**config.mk**
```make
export PLATFORM = sky130hd
export DESIGN_NAME = bus_ready_gen
export DESIGN_NICKNAME = d
export VERILOG_FILES = /design/src/rtl/bus_ready_pkg.sv /design/src/rtl/rdy_cycle_latch.sv /design/src/rtl/rdy_wait_select.sv /design/src/rtl/rdy_wait_ctr.sv /design/src/rtl/bus_ready_gen.sv
export SDC_FILE = /design/constraint.sdc
export NUM_CORES = 1
export LEC_CHECK = 0
export BUFFER_PORTS_ARGS = -buffer_cell sky130_fd_sc_hd__buf_2
export CORE_MARGIN = 1.5
export CORE_UTILIZATION = 43
export CTS_CLUSTER_SIZE = 10
export DETAILED_ROUTE_END_ITERATION = 8
export PLACE_DENSITY = 0.74
export SYNTH_ARGS = -nofsm -noshare
export SYNTH_HDL_FRONTEND = slang
export SYNTH_SLANG_ARGS = --single-unit
```
**constraint.sdc**
```tcl
create_clock -name clk -period 2 [get_ports clk]
set_input_delay 0 -clock clk [delete_from_list [all_inputs] [get_ports clk]]
set_output_delay 0 -clock clk [all_outputs]
set_load 0.02 [all_outputs]
```
**src/rtl/bus_ready_pkg.sv**
```systemverilog
package bus_ready_pkg;
  typedef enum logic [1:0] {
    CYC_MEM  = 2'd0,
    CYC_IO   = 2'd1,
    CYC_AUTO = 2'd2
  } cyc_kind_t;
endpackage

```
**src/rtl/rdy_cycle_latch.sv**
```systemverilog
module rdy_cycle_latch
  import bus_ready_pkg::*;
#(
  parameter int SEL_W = 2
) (
  input  logic             clk,
  input  logic             rst,
  input  logic             addr_strobe,
  input  logic             bus_is_mem,
  input  logic [SEL_W-1:0] ext_addr,
  input  logic             map_en,
  input  logic             selftest_on,
  input  logic             int_io_hit,
  output cyc_kind_t        kind_q,
  output logic [SEL_W-1:0] sel_q
);
  cyc_kind_t kind_d;

  always_comb begin
    if (selftest_on || int_io_hit) kind_d = CYC_AUTO;
    else if (bus_is_mem)           kind_d = CYC_MEM;
    else                           kind_d = CYC_IO;
  end

  always_ff @(posedge clk) begin
    if (rst) begin
      kind_q <= CYC_IO;
      sel_q  <= '0;
    end else if (addr_strobe) begin
      kind_q <= kind_d;
      sel_q  <= map_en ? ext_addr : '0;
    end
  end
endmodule

```
**src/rtl/rdy_wait_select.sv**
```systemverilog
module rdy_wait_select
  import bus_ready_pkg::*;
#(
  parameter int WAIT_W     = 3,
  parameter int MEM_FIELDS = 4,
  localparam int SEL_W     = $clog2(MEM_FIELDS)
) (
  input  cyc_kind_t                  kind,
  input  logic [SEL_W-1:0]           sel,
  input  logic [MEM_FIELDS*WAIT_W-1:0] mem_wait_cfg,
  input  logic [WAIT_W-1:0]          io_wait_cfg,
  output logic [WAIT_W-1:0]          wait_cnt
);
  logic [WAIT_W-1:0] mem_field [MEM_FIELDS];

  for (genvar i = 0; i < MEM_FIELDS; i++) begin : g_unpack
    assign mem_field[i] = mem_wait_cfg[i*WAIT_W +: WAIT_W];
  end

  always_comb begin
    unique case (kind)
      CYC_MEM:  wait_cnt = mem_field[sel];
      CYC_IO:   wait_cnt = io_wait_cfg;
      default:  wait_cnt = '0;
    endcase
  end
endmodule

```
**src/rtl/rdy_wait_ctr.sv**
```systemverilog
module rdy_wait_ctr #(
  parameter int WAIT_W = 3
) (
  input  logic              clk,
  input  logic              rst,
  input  logic              dstrb_n,
  input  logic [WAIT_W-1:0] wait_cnt,
  output logic              done_nxt
);
  logic              prev_hi_q;
  logic              active_q, active_d;
  logic [WAIT_W-1:0] cnt_q, cnt_d;
  logic              start;

  assign start = prev_hi_q && !dstrb_n;

  always_comb begin
    active_d = active_q;
    cnt_d    = cnt_q;
    if (dstrb_n) begin
      active_d = 1'b0;
      cnt_d    = '0;
    end else if (start) begin
      active_d = 1'b1;
      cnt_d    = wait_cnt;
    end else if (active_q && cnt_q != '0) begin
      cnt_d    = cnt_q - 1'b1;
    end
  end

  assign done_nxt = active_d && (cnt_d == '0);

  always_ff @(posedge clk) begin
    if (rst) begin
      prev_hi_q <= 1'b0;
      active_q  <= 1'b0;
      cnt_q     <= '0;
    end else begin
      prev_hi_q <= dstrb_n;
      active_q  <= active_d;
      cnt_q     <= cnt_d;
    end
  end
endmodule

```
**src/rtl/bus_ready_gen.sv**
```systemverilog
module bus_ready_gen
  import bus_ready_pkg::*;
#(
  parameter int WAIT_W     = 3,
  parameter int MEM_FIELDS = 4,
  localparam int SEL_W     = $clog2(MEM_FIELDS),
  localparam int CFG_W     = MEM_FIELDS * WAIT_W
) (
  input  logic             clk,
  input  logic             rst,
  input  logic             addr_strobe,
  input  logic             dstrb_n,
  input  logic             bus_is_mem,
  input  logic [SEL_W-1:0] ext_addr,
  input  logic             map_en,
  input  logic             selftest_on,
  input  logic             int_io_hit,
  input  logic             ext_rdy,
  input  logic             ext_rdy_n,
  input  logic [CFG_W-1:0] mem_wait_cfg,
  input  logic [WAIT_W-1:0] io_wait_cfg,
  output logic             ready
);
  cyc_kind_t         kind_q;
  logic [SEL_W-1:0]  sel_q;
  logic [WAIT_W-1:0] wait_cnt;
  logic              done_nxt;
  logic              ready_q;

  rdy_cycle_latch #(.SEL_W(SEL_W)) u_latch (
    .clk        (clk),
    .rst        (rst),
    .addr_strobe(addr_strobe),
    .bus_is_mem (bus_is_mem),
    .ext_addr   (ext_addr),
    .map_en     (map_en),
    .selftest_on(selftest_on),
    .int_io_hit (int_io_hit),
    .kind_q     (kind_q),
    .sel_q      (sel_q)
  );

  rdy_wait_select #(.WAIT_W(WAIT_W), .MEM_FIELDS(MEM_FIELDS)) u_select (
    .kind        (kind_q),
    .sel         (sel_q),
    .mem_wait_cfg(mem_wait_cfg),
    .io_wait_cfg (io_wait_cfg),
    .wait_cnt    (wait_cnt)
  );

  rdy_wait_ctr #(.WAIT_W(WAIT_W)) u_ctr (
    .clk     (clk),
    .rst     (rst),
    .dstrb_n (dstrb_n),
    .wait_cnt(wait_cnt),
    .done_nxt(done_nxt)
  );

  always_ff @(posedge clk) begin
    if (rst) ready_q <= 1'b0;
    else     ready_q <= done_nxt && ext_rdy && !ext_rdy_n;
  end

  assign ready = ready_q;
endmodule

```
==> out/metrics.cfg <==
[logic_synthesis]
yosys_warnings=0
netlist_instances=64
ys_async_sr_fraction_pct=0
synth_top_cell_area_share_pct=33.83
syn-cell-area_sq_um=591.8
ys_seq_area_share_pct=33.83
syn_nets=93
ys.flop_type=dfxtp_1
synthTopCellsByArea=dfxtp_1, mux2i_1, nor2_1
syn_avg_cell_area_sq_um=9.247
synth_edf_count=0
synth_cell_type_count=28
synth.largest_area_cell=dfxtp_1
ys_seq_elements=10

[outcome]
status=complete, no violations

[detailed_routing]
vias=586
ant_nets=0
first_pass_iters=4
vias_per_cell=5.186
route.detailed.drc=0
drt_iter0_markers=4
wl_um=1278
routedWlPerCell_um=11.31

[clocking]
htreeDepth=1
cts_resized=0
cts.sinks=10
cts_buffer_depth=2
cts-buffers-inserted=3
cts_root_buf=clkbuf_4
clk_pin_slew_ns=0.07
cts_tree=built
insertion_delay_ns=0.26

[power]
vdd_drop_max_mv=0.4166
p_leak_nw=0.3517
power_density_nw_per_um2=593.5

[place]
routabilityCongestion=0.7117
post-place-ws_ns=0.1908
io_buffers=27

[critical_path]
worstPathMaxFanout=3
cp_data_arrival_time_ns=1.93
start_kind=flop
worstSetupPathType=reg -> reg
required_ns=2.14
end_kind=flop
r2r_cells=7

[die]
ioPinCount=28
core_area_sq_um=1285
start_util_pct=46.06
die-width_um=40.10
die_y_um=40.10
fp-row-count=13
die_area_sq_um=1608

[global_route]
overflow=0
grt_pass1_vias=508
grt_pass1_wl_um=1945
grt_max_degree=10
grt_usage_pct=18.42
antenna_found_initial=0

[timing]
fin_crit_ns=1.792
fin_skew_ns=0.004673
rsz0062_at_grt=no
final_hold_viol_count=0
period_share_pct=89.62
setup_viol=0
fin_setup_tns_ns=0
fmax_mhz=557.9
slew_headroom_pct=78.26
slew_violations=0
setup_ws_ns=0.2075
worst_pin_slew_ns=0.3236

[layout]
nNetsFinal=128
area_growth_pct=38.05
layout-drive-gt1-share_pct=35.71
diodes=0

[hold_path]
hp-class=in -> reg
worstHoldPathCells=3

[job]
max_cap_viol_count=0

-- repair_timing --
action,in CTS,in global routing
hold buffers,5,0
setup endpoints to repair,0,0
hold endpoints to repair,4,0
buffers inserted,0,0
-- power by group --
part / total (mW) / switching (mW) / internal [mW]
Sequential: 0.220 / 0.0124 / 0.208
Clock: 0.183 / 0.0726 / 0.110
Combinational: 0.0819 / 0.0326 / 0.0493
-- layer usage --
metal / part of all wire, % / wire (um) / global-route usage (%)
met1: 41 / 522 / 18.64
met2: 54 / 694 / 33.47
met3: 3.6 / 46 / 5.000
met4: 1.1 / 14 / 10.34
met5: 0 / 0 / 0
-- per-stage QoR --
stage               std cells  cell area (sq um)  power [mW]  hold slack, ns  util (%)
global placement          104              730.7      0.2969          0.1851     56.86
global route              113              817.0      0.5107         0.01052     63.58
floorplan                  64              591.8      0.2638         0.07723         -
CTS                       113              817.0      0.4917        0.004089     63.58
finish                    113              817.0      0.4849        0.005997     63.58
detailed placement        104              730.7      0.2991          0.1831     56.86
-- synth_stat cells, types with 3 or more instances --
cell     instances
dfxtp_1         10
mux2i_1          5
nor3_1           3
inv_1            5
nand2_1          3
a21oi_1          3
nor2_1           7
nor2b_1          3
-- path summary, 6_finish.rpt --
path	start	end	slack, ns
worst max-delay path	u_ctr.cnt_q[0]$_SDFF_PP0_	ready$_SDFF_PP0_	0.21
worst min-delay path	ext_addr[0]	u_latch.sel_q[0]$_SDFFE_PP0P_	0.006
worst max register to register	u_ctr.cnt_q[0]$_SDFF_PP0_	ready$_SDFF_PP0_	0.21
worst min register to register	u_latch.sel_q[1]$_SDFFE_PP0P_	u_latch.sel_q[1]$_SDFFE_PP0P_	0.52
-- cell families after synthesis --
kind of cell	synth area share, %
fa+ha+maj	4.228
mux	14.16
compound gates	13.74
simple gates	26.85
xor+xnor	1.480
buf+inv	5.708
flops	33.83
-- critical path, stage by stage (launching register included) --
cell and delay (ns):
dfxtp_1 0.30, inv_1 0.09, ha_1 0.18, inv_1 0.04, o21ai_0 0.28, mux2_2 0.39, nor3_1 0.30, nor4b_4 0.09
-- cell type report --
cell class,instances,area (sq um)
Clock buffer,4,36.28
Fill cell,116,467.9
Inverter,5,18.77
Multi-Input combinational cell,47,357.8
Sequential cell,10,200.2
Tap cell,15,18.77
Timing Repair Buffer,32,185.2
-- registers in the layout, indices dropped and copies added, names as in the netlist --
signal,flops
ready,1
u_ctr.active_q,1
u_ctr.cnt_q,3
u_ctr.prev_hi_q,1
u_latch.kind_q,2
u_latch.sel_q,2
-- cells in the final DEF, fill, tap and decap left out, types with 3 or more instances in the layout --
cell type	count
nor2_1	7
dlygate4sd3_1	5
inv_1	5
a21oi_1	3
nor2b_1	3
buf_2	27
nor3_1	3
clkbuf_4	3
nand2_1	3
dfxtp_1	10
mux2i_1	5
(Power assumes the default switching activity.)
